--- src/rtl/mc_ctrl_pkg.sv ---
package mc_ctrl_pkg;

  localparam int OP_W = 6;
  localparam int ST_W = 4;

  typedef enum logic [ST_W-1:0] {
    S_FETCH  = 4'd0,
    S_DECODE = 4'd1,
    S_MADDR  = 4'd2,
    S_MREAD  = 4'd3,
    S_LDWB   = 4'd4,
    S_MWRITE = 4'd5,
    S_EXEC   = 4'd6,
    S_RDONE  = 4'd7,
    S_BRANCH = 4'd8,
    S_JUMP   = 4'd9,
    S_UNDEF  = 4'd10,
    S_OVF    = 4'd11
  } st_e;

  localparam logic [OP_W-1:0] OP_RTYPE = 6'h00;
  localparam logic [OP_W-1:0] OP_LW    = 6'h23;
  localparam logic [OP_W-1:0] OP_SW    = 6'h2B;
  localparam logic [OP_W-1:0] OP_BEQ   = 6'h04;
  localparam logic [OP_W-1:0] OP_J     = 6'h02;

  typedef struct packed {
    logic       mem_rd;
    logic       mem_wr;
    logic       ir_wr;
    logic       pc_wr;
    logic       pc_wr_cond;
    logic [1:0] pc_src;
    logic       alu_a;
    logic [1:0] alu_b;
    logic [1:0] alu_op;
    logic       reg_dst;
    logic       mem_to_reg;
    logic       reg_wr;
    logic       cause_wr;
    logic       int_cause;
    logic       epc_wr;
  } ctrl_t;

endpackage

--- src/rtl/mc_ctrl_next.sv ---
module mc_ctrl_next
  import mc_ctrl_pkg::*;
#(
  parameter int OPC_W = OP_W
) (
  input  st_e              cur,
  input  logic [OPC_W-1:0] op,
  input  logic             ovf,
  output st_e              nxt
);

  always_comb begin
    nxt = S_FETCH;
    unique case (cur)
      S_FETCH:  nxt = S_DECODE;
      S_DECODE: begin
        if (op == OP_LW || op == OP_SW) nxt = S_MADDR;
        else if (op == OP_RTYPE)        nxt = S_EXEC;
        else if (op == OP_BEQ)          nxt = S_BRANCH;
        else if (op == OP_J)            nxt = S_JUMP;
        else                            nxt = S_UNDEF;
      end
      S_MADDR:  nxt = (op == OP_LW) ? S_MREAD : S_MWRITE;
      S_MREAD:  nxt = S_LDWB;
      S_EXEC:   nxt = ovf ? S_OVF : S_RDONE;
      default:  nxt = S_FETCH;
    endcase
  end

endmodule

--- src/rtl/mc_ctrl_decode.sv ---
module mc_ctrl_decode
  import mc_ctrl_pkg::*;
(
  input  st_e   st,
  output ctrl_t cw
);

  always_comb begin
    cw = '0;
    unique case (st)
      S_FETCH: begin
        cw.mem_rd = 1'b1;
        cw.ir_wr  = 1'b1;
        cw.pc_wr  = 1'b1;
        cw.alu_b  = 2'b01;
      end
      S_DECODE: cw.alu_b = 2'b11;
      S_MADDR: begin
        cw.alu_a = 1'b1;
        cw.alu_b = 2'b10;
      end
      S_MREAD:  cw.mem_rd = 1'b1;
      S_LDWB: begin
        cw.mem_to_reg = 1'b1;
        cw.reg_wr     = 1'b1;
      end
      S_MWRITE: cw.mem_wr = 1'b1;
      S_EXEC: begin
        cw.alu_a  = 1'b1;
        cw.alu_op = 2'b10;
      end
      S_RDONE: begin
        cw.reg_dst = 1'b1;
        cw.reg_wr  = 1'b1;
      end
      S_BRANCH: begin
        cw.alu_a      = 1'b1;
        cw.alu_op     = 2'b01;
        cw.pc_wr_cond = 1'b1;
        cw.pc_src     = 2'b01;
      end
      S_JUMP: begin
        cw.pc_wr  = 1'b1;
        cw.pc_src = 2'b10;
      end
      S_UNDEF, S_OVF: begin
        cw.cause_wr  = 1'b1;
        cw.int_cause = (st == S_OVF);
        cw.epc_wr    = 1'b1;
        cw.pc_wr     = 1'b1;
        cw.pc_src    = 2'b11;
        cw.alu_b     = 2'b01;
        cw.alu_op    = 2'b01;
      end
      default: cw = '0;
    endcase
  end

endmodule

--- src/rtl/mc_ctrl_fsm.sv ---
module mc_ctrl_fsm
  import mc_ctrl_pkg::*;
(
  input  logic            clk,
  input  logic            rst,
  input  logic [OP_W-1:0] opcode,
  input  logic            alu_ovf,
  output logic [ST_W-1:0] state_o,
  output logic            mem_rd,
  output logic            mem_wr,
  output logic            ir_wr,
  output logic            pc_wr,
  output logic            pc_wr_cond,
  output logic [1:0]      pc_src,
  output logic            alu_a,
  output logic [1:0]      alu_b,
  output logic [1:0]      alu_op,
  output logic            reg_dst,
  output logic            mem_to_reg,
  output logic            reg_wr,
  output logic            cause_wr,
  output logic            int_cause,
  output logic            epc_wr
);

  st_e   state_q;
  st_e   state_nx;
  st_e   state_d;
  ctrl_t cw_d;
  ctrl_t cw_q;

  mc_ctrl_next #(.OPC_W(OP_W)) u_next (
    .cur (state_q),
    .op  (opcode),
    .ovf (alu_ovf),
    .nxt (state_nx)
  );

  assign state_d = rst ? S_FETCH : state_nx;

  // Look-ahead decode: the word is registered alongside the state it belongs to.
  mc_ctrl_decode u_dec (
    .st (state_d),
    .cw (cw_d)
  );

  always_ff @(posedge clk) begin
    state_q <= state_d;
    cw_q    <= cw_d;
  end

  assign state_o    = state_q;
  assign mem_rd     = cw_q.mem_rd;
  assign mem_wr     = cw_q.mem_wr;
  assign ir_wr      = cw_q.ir_wr;
  assign pc_wr      = cw_q.pc_wr;
  assign pc_wr_cond = cw_q.pc_wr_cond;
  assign pc_src     = cw_q.pc_src;
  assign alu_a      = cw_q.alu_a;
  assign alu_b      = cw_q.alu_b;
  assign alu_op     = cw_q.alu_op;
  assign reg_dst    = cw_q.reg_dst;
  assign mem_to_reg = cw_q.mem_to_reg;
  assign reg_wr     = cw_q.reg_wr;
  assign cause_wr   = cw_q.cause_wr;
  assign int_cause  = cw_q.int_cause;
  assign epc_wr     = cw_q.epc_wr;

  logic seen_rst;
  always_ff @(posedge clk) begin
    if (rst) seen_rst <= 1'b1;
    else if (seen_rst !== 1'b1) seen_rst <= 1'b0;
  end

  p_reset_fetch_r1: assert property (@(posedge clk)
    rst |=> (state_o == 4'd0 && ir_wr && mem_rd));

  p_fetch_to_decode_r2: assert property (@(posedge clk) disable iff (rst || seen_rst !== 1'b1)
    state_o == 4'd0 |=> state_o == 4'd1);

  p_store_ends_r4: assert property (@(posedge clk) disable iff (rst || seen_rst !== 1'b1)
    state_o == 4'd5 |=> state_o == 4'd0);

  p_undef_vector_r5: assert property (@(posedge clk) disable iff (rst || seen_rst !== 1'b1)
    (state_o == 4'd1 && opcode != OP_RTYPE && opcode != OP_LW && opcode != OP_SW &&
     opcode != OP_BEQ && opcode != OP_J) |=> state_o == 4'd10);

  p_exc_return_r6: assert property (@(posedge clk) disable iff (rst || seen_rst !== 1'b1)
    (state_o == 4'd10 || state_o == 4'd11) |=> state_o == 4'd0);

  p_no_overflow_r7: assert property (@(posedge clk) disable iff (rst || seen_rst !== 1'b1)
    (state_o == 4'd6 && alu_ovf) |=> (state_o == 4'd11 && !reg_wr));

  p_branch_word_r8: assert property (@(posedge clk) disable iff (seen_rst !== 1'b1)
    state_o == 4'd8 |-> (pc_wr_cond && !pc_wr && pc_src == 2'b01));

  p_mem_strobes_r8: assert property (@(posedge clk) disable iff (seen_rst !== 1'b1)
    $onehot0({mem_rd, mem_wr}));

  p_exc_word_r9: assert property (@(posedge clk) disable iff (seen_rst !== 1'b1)
    (state_o == 4'd10 || state_o == 4'd11) |->
      (cause_wr && epc_wr && pc_wr && pc_src == 2'b11 && int_cause == (state_o == 4'd11)));

endmodule

--- config.mk ---
export PLATFORM = sky130hd
export DESIGN_NAME = mc_ctrl_fsm
export DESIGN_NICKNAME = d
export VERILOG_FILES = /design/src/rtl/mc_ctrl_pkg.sv /design/src/rtl/mc_ctrl_next.sv /design/src/rtl/mc_ctrl_decode.sv /design/src/rtl/mc_ctrl_fsm.sv
export SDC_FILE = /design/constraint.sdc
export NUM_CORES = 1
export LEC_CHECK = 0
export ABC_AREA = 1
export BUFFER_PORTS_ARGS = -buffer_cell sky130_fd_sc_hd__buf_2
export CAP_MARGIN = 5
export CORE_ASPECT_RATIO = 1.2
export CORE_MARGIN = 5
export CORE_UTILIZATION = 50
export CTS_CLUSTER_DIAMETER = 40
export CTS_CLUSTER_SIZE = 25
export DETAILED_ROUTE_END_ITERATION = 12
export MAX_ROUTING_LAYER = met4
export PLACE_DENSITY = 0.8
export SYNTH_ARGS = -nofsm -noshare
export SYNTH_HDL_FRONTEND = slang
export SYNTH_SLANG_ARGS = --single-unit
--- constraint.sdc ---
create_clock -name clk -period 1.8 [get_ports clk]
set_input_delay 0 -clock clk [delete_from_list [all_inputs] [get_ports clk]]
set_output_delay 0 -clock clk [all_outputs]
set_load 0.03 [all_outputs]
# [After elaboration in Yosys (flattened, before gate mapping)]
# Cells that the tools add are included.
[op_classes] n_addsub=0 multipliers=0 div=0 order_cmp=0 n_eq_ne=19 n_shift=0 muxes=21 bitwise_logic=0 reduce_logical=11
[op_table] operator="$eq A4 B3 Y1 const B" count=5
[op_table] operator="$mux W4" count=5
[op_table] operator="$pmux W4 S5" count=1
[op_table] operator="$eq A4 B2 Y1 const B" count=4
[op_table] operator="$eq A4 B4 Y1 const B" count=4
[op_table] operator="$eq A6 B6 Y1 const B" count=2
[op_table] operator="$pmux W2 S3" count=2
[op_table] operator="$mux W1" count=9
[op_table] operator="$reduce_or A3 Y1" count=3
[op_table] operator="$eq A4 B1 Y1 const B" count=2
[op_table] operator="$logic_not A4 Y1" count=2
[op_table] operator="$eq A6 B2 Y1 const B" count=1
[op_table] operator="$eq A6 B3 Y1 const B" count=1
[op_table] operator="$logic_not A6 Y1" count=1
[op_table] operator="$mux W3" count=2
[op_table] operator="$reduce_or A2 Y1" count=3
[op_table] operator="$pmux W2 S2" count=1
[op_table] operator="$reduce_or A4 Y1" count=1
[op_table] operator="$mux W2" count=1
[op_table] operator="$logic_or A1 B1 Y1" count=1
[word_totals] reg_bits=22 latch_bits=0 ramBits=0 romBits=0 inputBits=9 mem_count=0

# [Longest topological paths before layout]
# Gate-level depths: netlist of the first run.
[logic_depth] depth_word=10 depth_mapped=10

# [Modules after synthesis]
# Synthesis of the first run repeated with hierarchy kept, for this count alone.
[unflattened] cells_unflattened=121 hier_area_um2=889.6
[by_module_without_submodules] module="mc_ctrl_fsm" instances=1 cells_per_inst=30 area_each_um2=470.5
[by_module_without_submodules] module="mc_ctrl_next" instances=1 cells_per_inst=48 area_each_um2=245.2
[by_module_without_submodules] module="mc_ctrl_decode" instances=1 cells_per_inst=43 area_each_um2=173.9

# [Worst setup path before layout of the first run]
# No wires, ideal clock.
[synth_timing] path_kind="register to register" start="reg state_q[2] (netlist: state_o[2])" end="reg cw_q (netlist bit alu_a)" arrival_time_ns=1.336 path_slack_ns=0.343 path_stages_with_launch=8 cell_sequence="dfxtp_1 -> inv_1 -> nor2_1 -> nand2_2 -> a21oi_2 -> nand2_4 -> nand3_2 -> nand3_1"
[synth_rtl] item="from (decl)" line="mc_ctrl_fsm.sv:26" text="st_e state_q;"
[synth_rtl] item="from (signal assigned)" line="mc_ctrl_fsm.sv:48" text="state_q <= state_d;"
[synth_rtl] item="to (signal assigned)" line="mc_ctrl_fsm.sv:49" text="cw_q <= cw_d;"
[synth_rtl] item="to (decl)" line="mc_ctrl_fsm.sv:30" text="ctrl_t cw_q;"

==> metrics.md, run 1 <==
| Metric | Value |
|---|---|
| Vias | 765 |
| Min-delay worst type | in2reg |
| Total instance count after detailed placement | about 160 |
| Critical path's slowest cell | sky130_fd_sc_hd__dfxtp_1 |
| Top area cells in the synthesized netlist | sky130_fd_sc_hd__dfxtp_1, sky130_fd_sc_hd__inv_1, sky130_fd_sc_hd__nand2_1, sky130_fd_sc_hd__nand3_1, sky130_fd_sc_hd__nand3_2 |
| Number of max-capacitance violations reported | 0 |
| Critical path required time | a little under 2 ns |
| Worst Path Class, Setup | reg2reg |
| Proportion of layout cells with a drive suffix above 1 | 0.394 |
| Hold Vio Cnt, Final | 0 |
| Synthesized cell area | approximately 860 um2 |
| Post-detailed-route count of antenna-violating nets | 0 |
| Vias in the first global route | a little over 700 |
| Pin slew with the least headroom to its limit | 0.245 ns |
| Most common library cell in the layout ignoring fill and taps | sky130_fd_sc_hd__buf_2 |
| Area occupied by multi-input gates | between 300 and 400 um2 |
| Area of the core | 1640 um2 |
| Net count, final | ~150 |
| Post-route clock period utilization | 0.790 |
| Cell variety after synth | 19 |
| Startpoint Class | register |
| Area share of the leading cell type in the synthesized netlist | 0.488 |
| Clock-pin slew on the worst setup and hold paths | 0.11 ns |
| Ordered cell list for the critical path | inv_2 -> nor2_2 -> nand2_2 -> a21oi_2 -> nand2_4 -> nand3_2 -> nand3_1 |
| Clock tree skew after final layout | roughly 0.0012 ns |
| Clk Tree Root Cell | sky130_fd_sc_hd__clkbuf_4 |
| Highest-count cells in the layout ignoring fill and taps | sky130_fd_sc_hd__buf_2, sky130_fd_sc_hd__dfxtp_1, sky130_fd_sc_hd__inv_1 |
| Unrepaired setup endpoints after global routing | no |
| All-layer global routing usage | 0.151 |
| Worst slew slack as a fraction of its limit | 0.835 |
| Syn avg cell area | about 8 um2 |
| Global-route wire length before repair | 2.93 mm |
| Max rail drop VDD | between 0.8 and 0.9 mV |
| Library cell with the largest summed area after synthesis | sky130_fd_sc_hd__dfxtp_1 |
| Largest fanout of any net on the critical path | 4 |
| Number of inserted diodes | 0 |
| Leakage power summed over all cells | 0.619 nW |
| Area Growth Syn to Fin | 23.5% |
| H-Tree Level Count | 1 |
| Final setup vio count | 0 |
| Average wire per cell in the routed design | 10.8 um |
| Arrival time reported for the critical path endpoint | between 1.5 and 2 ns |
| Number of gates resized after cts | 0 |
| Number of buffers on the longest clock path | 2 |
| Post-route DRC | 0 |
| Maximum number of pins on one net before global-route repair | 13 |
| Final cell count without fillers | 160 |
| Number of buffers inserted during clock tree synthesis | 3 |
| Flip-flop count of the largest register after layout | 4 |
| Number of top-level pins | 31 |
| Number of rows created at floorplan | 16 |
| Die width | approximately 48 um |
| Delay contributed by the slowest stage of the critical path | 0.42 ns |
| Global placer's final weighted congestion | 0.793 |
| Register Area | ~420 um2 |
| Kind of end point of the critical path | register |
| Number of synthesized register bits | 21 |
| Number of port buffers | 30 |
| Via density per instance | between 4 and 5 |
| Cells after synthesis | 108 |
| Clock sink total | 21 |
| Violation count after the first detailed-routing iteration | 17 |
| Areal power density over the cells | 1070 nW/um2 |
| Routed wire length | 1.73 mm |
| Setup tns final | 0 ns |
| Antenna violations before repair | 0 |
| Fin crit period | 1.42 ns |
| Sequential area share after synthesis | 0.488 |
| Nets in the synthesized netlist | approximately 120 |
| Synth warnings | 0 |
| Effective utilization at floorplan | 0.524 |
| Die Y | between 50 and 60 um |
| Final-layout fill cell count | between 150 and 200 |
| Die area | 2650 um2 |
| TritonCTS clock tree | built |
| Number of max-slew violations in the final report | 0 |
| Outcome | finished clean |
| Highest achievable clock rate | ~0.7 GHz |
| Total half-perimeter wirelength after legalization and detailed placement | 1.43 mm |
| Insertion delay of the later-clocked pin in the worst-skew pair | 0.30 ns |
| Length of the first detailed-routing pass in iterations | 4 |
| Overall overflow remaining after global route | 0 |
==> timing repair <==
action | 4_1_cts | 5_1_grt
setup buffers | 0 | 0
hold buffers | 1 | 0
hold endpoints to repair | 2 | 0
==> metal layers <==
layer | vias up | wire (um) | GRT usage
li1 | 401 | - | -
met2 | 27 | 864 | 0.221
met4 | 0 | 42 | 0.0846
met5 | - | 0 | -
met3 | 7 | 96 | 0.0325
met1 | 330 | 726 | 0.185
==> worst max-delay path, delay by kind of cell, from the launching register on <==
kind	cells	cell delay, ns
AO/OA/AOI/OAI	1	0.26
buffers and inverters	1	0.07
flip-flops	1	0.42
AND/OR/NAND/NOR	5	0.55
==> logic make-up (layout without fill, tap and decap cells) <==
kind of cell	after synthesis	after routing	share of synthesized area
AO/OA/AOI/OAI	6	6	0.0392
buffers and inverters	22	56	0.100
flip-flops	21	21	0.488
AND/OR/NAND/NOR	59	59	0.372
==> Yosys cell counts <==
cell                      number
sky130_fd_sc_hd__nor2_1        9
sky130_fd_sc_hd__nand3_1      10
sky130_fd_sc_hd__and2_1        1
sky130_fd_sc_hd__nor3_1        1
sky130_fd_sc_hd__nand2_1      17
sky130_fd_sc_hd__inv_2         3
sky130_fd_sc_hd__o21ai_0       2
sky130_fd_sc_hd__nand2_4       2
sky130_fd_sc_hd__nand4_1       3
sky130_fd_sc_hd__nand2_2       6
sky130_fd_sc_hd__nor2_4        1
sky130_fd_sc_hd__inv_1        18
sky130_fd_sc_hd__nand3_2       4
sky130_fd_sc_hd__nor2_2        5
sky130_fd_sc_hd__buf_4         1
sky130_fd_sc_hd__a21oi_2       1
sky130_fd_sc_hd__dfxtp_1      21
sky130_fd_sc_hd__a21oi_1       2
sky130_fd_sc_hd__o21ai_1       1
==> path summary, 6_finish.rpt <==
path                       from  slack, ns                    to  cells after the start
max reg2reg  state_o[1]$_DFF_P_       0.38         alu_a$_DFF_P_                      7
min                     alu_ovf       0.16  int_cause$_SDFF_PN0_                      5
min reg2reg  state_o[2]$_DFF_P_       0.70         ir_wr$_DFF_P_                      4
max          state_o[1]$_DFF_P_       0.38         alu_a$_DFF_P_                      7
==> metrics by stage <==
stage	total power [W]	utilization	hold WS, ns	setup slack [ns]	cell area, um2
4_1_cts	0.00115	0.648	0.149	0.369	1060
5_1_grt	0.00121	0.648	0.190	0.306	1060
3_3_place_gp	0.000922	0.625	0.240	0.451	1030
3_5_place_dp	0.000931	0.625	0.238	0.389	1030
2_1_floorplan	0.000831	-	0.102	0.343	861
6_report	0.00114	0.648	0.156	0.378	1060
==> layout make-up <==
type / count / area share
flip-flops and latches: 21 / 0.395
well taps: 18 / 0.0212
repair buffers: 31 / 0.151
multi-input cells: 65 / 0.333
inverters: 21 / 0.0741
clock buffers: 3 / 0.0212
clock inverters: 1 / 0.00471
==> report_power, final <==
group / internal (W) / switching (W)
Sequential: 0.000522 / 0.0000207
Combinational: 0.000104 / 0.000272
Clock: 0.0000829 / 0.000134
Total: 0.000709 / 0.000427
Note: power is estimated with default switching activity, not from simulation.
==> run 2: changes to the inputs <==
ABC_AREA = 0   (was 1)
CORE_UTILIZATION = 46   (was 50)
PLACE_DENSITY = 0.75   (was 0.8)
clock period = 1.38 ns   (was 1.8 ns; I/O delays follow)
==> metrics.md, run 2 <==
| Metric | Value |
|---|---|
| Effective utilization at floorplan | 0.496 |
| Vias | 817 |
| Fraction of power consumed by combinational cells | 0.481 |
| Synth warnings | 0 |
| Clk Tree Root Cell | sky130_fd_sc_hd__clkbuf_4 |
| Number of enable-type register cells in the synthesized netlist | 0 |
| Maximum number of pins on one net before global-route repair | 12 |
| Area occupied by multi-input gates | between 500 and 600 um2 |
| Sequential cell fraction of total power | 0.374 |
| Routed wire length | 2.34 mm |
| Pin slew with the least headroom to its limit | 0.408 ns |
| Antenna violations before repair | 0 |
| Nets in the synthesized netlist | 90 |
| Startpoint Class | register |
| Hold path endpoint | mem_wr$_DFF_P_ |
| Highest-count cells in the layout ignoring fill and taps | sky130_fd_sc_hd__buf_2, sky130_fd_sc_hd__buf_4, sky130_fd_sc_hd__dfxtp_1 |
| Syn avg cell area | slightly above 10 um2 |
| Library cell with the largest summed area after synthesis | sky130_fd_sc_hd__dfxtp_1 |
| Reg2Reg Launch Point | state_o[1]$_DFF_P_ |
| Post-route clock period utilization | 1.08 |
| Leakage power summed over all cells | 0.659 nW |
| Arrival time reported for the critical path endpoint | between 1.5 and 2 ns |
| H-Tree Level Count | 1 |
| Most common library cell in the layout ignoring fill and taps | sky130_fd_sc_hd__buf_2 |
| Cells after synthesis | 81 |
| Violated checks | setup timing |
| Average wire per cell in the routed design | 15.0 um |
| Worst Path Class, Setup | reg2reg |
| Worst slew slack as a fraction of its limit | 0.727 |
| Min-delay worst type | in2reg |
| Number of max-capacitance violations reported | 0 |
| TritonCTS clock tree | built |
| Final cell count without fillers | 156 |
| Register-to-register setup slack | -0.10 ns |
| Routed metal-1 wire length | 875 um |
| Highest achievable clock rate | between 0.6 and 0.7 GHz |
| Setup tns final | -0.977 ns |
| Number of buffers on the longest clock path | 2 |
| Startpoint of the most critical hold path | rst |
| Clock-pin slew on the worst setup and hold paths | 0.11 ns |
| Insertion delay of the later-clocked pin in the worst-skew pair | about 0.3 ns |
| Number of max-slew violations in the final report | 0 |
| Overall overflow remaining after global route | 0 |
| Die width | 48.9 um |
| Total half-perimeter wirelength after legalization and detailed placement | 1.55 mm |
| Area of the core | 1680 um2 |
| Die area | 2770 um2 |
| Flip-flop count of the largest register after layout | 4 |
| Final setup vio count | 16 |
| Most repeated cell in the gate-level netlist after synthesis | sky130_fd_sc_hd__dfxtp_1 |
| Number of synthesized register bits | 21 |
| Fraction of power spent switching nets | 0.376 |
| Outcome | finished with violations |
| Sw power | between 0.0007 and 0.0008 W |
| Global placer's final weighted congestion | 0.833 |
| Final-layout fill cell count | roughly 100 |
| Depth of the worst hold-timing path | 5 |
| Areal power density over the cells | about 1400 nW/um2 |
| Number of port buffers | 30 |
| Total instance count after detailed placement | approximately 150 |
| Post-route total power | around 0.002 W |
| Area Growth Syn to Fin | 65.1% |
| Die Y | 56.7 um |
| Number of top-level pins | 31 |
| Min Hold Slack | ~0.12 ns |
| Register Area | around 440 um2 |
| Top_reg_cell synth | sky130_fd_sc_hd__dfxtp_1 |
| All-layer global routing usage | 0.183 |
| Synthesized cell area | 835 um2 |
| Count of cells along the worst register-to-register path | 6 |
| Global-route wire length before repair | 3.83 mm |
| Clock sink total | 21 |
| Clock power frac | 0.144 |
| Unrepaired setup endpoints after global routing | yes |
| Net count, final | 148 |
| Via density per instance | 5.24 |
| Clock tree skew after final layout | 0.00185 ns |
| Post-detailed-route count of antenna-violating nets | 0 |
| Uppermost layer routed | met4 |
| Setup Slack @ Placement | -0.323 ns |
| Detailed route wirelength on metal3 | 99 um |
| Number of inserted diodes | 0 |
| Length of the first detailed-routing pass in iterations | 4 |
| Largest fanout of any net on the critical path | 4 |
| Number of rows created at floorplan | 16 |
| Max rail drop VDD | slightly above 0.8 mV |
| Crit path setup slack, layout | -0.105 ns |
| Hold Vio Cnt, Final | 0 |
| Post-route DRC | 0 |
| Vias in the first global route | 840 |
| Cell variety after synth | 37 |
| Fin crit period | 1.48 ns |
| Violation count after the first detailed-routing iteration | 8 |
| Internal Dissipation | ~0.0012 W |
| Met2 wire length | between 1 and 1.5 mm |
| Number of buffers inserted during clock tree synthesis | 3 |
| Proportion of layout cells with a drive suffix above 1 | 0.667 |
| Endpoint of the worst-slack reg-to-reg timing path | alu_b[1]$_DFF_P_ |
| Kind of end point of the critical path | register |
| Area share of the leading cell type in the synthesized netlist | 0.504 |
| Top area cells in the synthesized netlist | sky130_fd_sc_hd__dfxtp_1, sky130_fd_sc_hd__nor2_1, sky130_fd_sc_hd__a21oi_1, sky130_fd_sc_hd__a31oi_4, sky130_fd_sc_hd__nor3_1 |
| Commonest cells in the synthesized netlist | sky130_fd_sc_hd__dfxtp_1, sky130_fd_sc_hd__nor2_1, sky130_fd_sc_hd__a21oi_1, sky130_fd_sc_hd__nor3_1, sky130_fd_sc_hd__o21ai_0 |
| Sequential area share after synthesis | 0.504 |
| Ys async rst share | 0 |
| Critical path required time | around 1.6 ns |
==> run 2: layout make-up <==
type | instances | share of cell area
Clock buffer | 4 | 0.0191
Inverter | 4 | 0.0127
Timing Repair Buffer | 55 | 0.271
Tap cell | 18 | 0.0163
Multi-Input combinational cell | 54 | 0.365
Sequential cell | 21 | 0.316
==> run 2: worst max-delay path by stage <==
stage | slack, ns | cells past startpoint | from | end
after CTS | -0.07 | 5 | state_o[2]$_DFF_P_ | alu_b[1]$_DFF_P_
after detailed placement | -0.32 | 6 | opcode[0] | alu_b[1]$_DFF_P_
final | -0.10 | 6 | state_o[1]$_DFF_P_ | alu_b[1]$_DFF_P_
after floorplan | -0.22 | 6 | state_o[1]$_DFF_P_ | alu_b[1]$_DFF_P_
after global routing | -0.15 | 8 | state_o[1]$_DFF_P_ | pc_wr$_DFF_P_
after global placement | -0.25 | 6 | opcode[0] | alu_b[1]$_DFF_P_
==> run 2: worst max-delay path, stage by stage, from the launching register on <==
cell                        delay, ns
sky130_fd_sc_hd__dfxtp_4         0.38
sky130_fd_sc_hd__buf_6           0.13
sky130_fd_sc_hd__nor3_4          0.19
sky130_fd_sc_hd__nand2_2         0.09
sky130_fd_sc_hd__a21oi_1         0.16
sky130_fd_sc_hd__a2bb2oi_1       0.27
sky130_fd_sc_hd__and4_1          0.21
==> run 2: per-layer routing <==
layer | GRT usage | vias up
met5 | - | -
met4 | 0.123 | 0
met3 | 0.0317 | 7
met2 | 0.323 | 24
met1 | 0.180 | 386
li1 | - | 400
==> run 2: repair_timing <==
item                                    in CTS  in global routing
gates resized for setup                     16                 14
gates cloned                                 0                  0
endpoints found under the hold margin        0                  0
hold buffers                                 0                  0
pin swaps                                    9                  7
endpoints found under the setup margin      18                 18
buffers inserted                             5                  0
==> run 2: per-stage QoR <==
step,cell area (um2),utilization
3_5_place_dp,1190,0.709
3_3_place_gp,1190,0.709
4_1_cts,1320,0.784
6_report,1380,0.819
5_1_grt,1380,0.819
2_1_floorplan,888,-
==> run 2: cells by family (layout without fill, tap and decap cells) <==
kind of cell	Yosys count	in the layout	synth area share
AO/OA/AOI/OAI	19	19	0.178
XOR/XNOR	2	2	0.0210
buffers and inverters	6	63	0.0360
flip-flops	21	21	0.504
AND/OR/NAND/NOR	33	33	0.261
==> run 2: power groups by stage <==
stage	sequential, W	clock [W]	combinational, W
final	0.000742	0.000286	0.000955
after global placement	0.000752	0	0.000730
after CTS	0.000743	0.000291	0.000852
after global routing	0.000756	0.000326	0.00101
after floorplan	0.000929	0	0.000297
after detailed placement	0.000754	0	0.000742
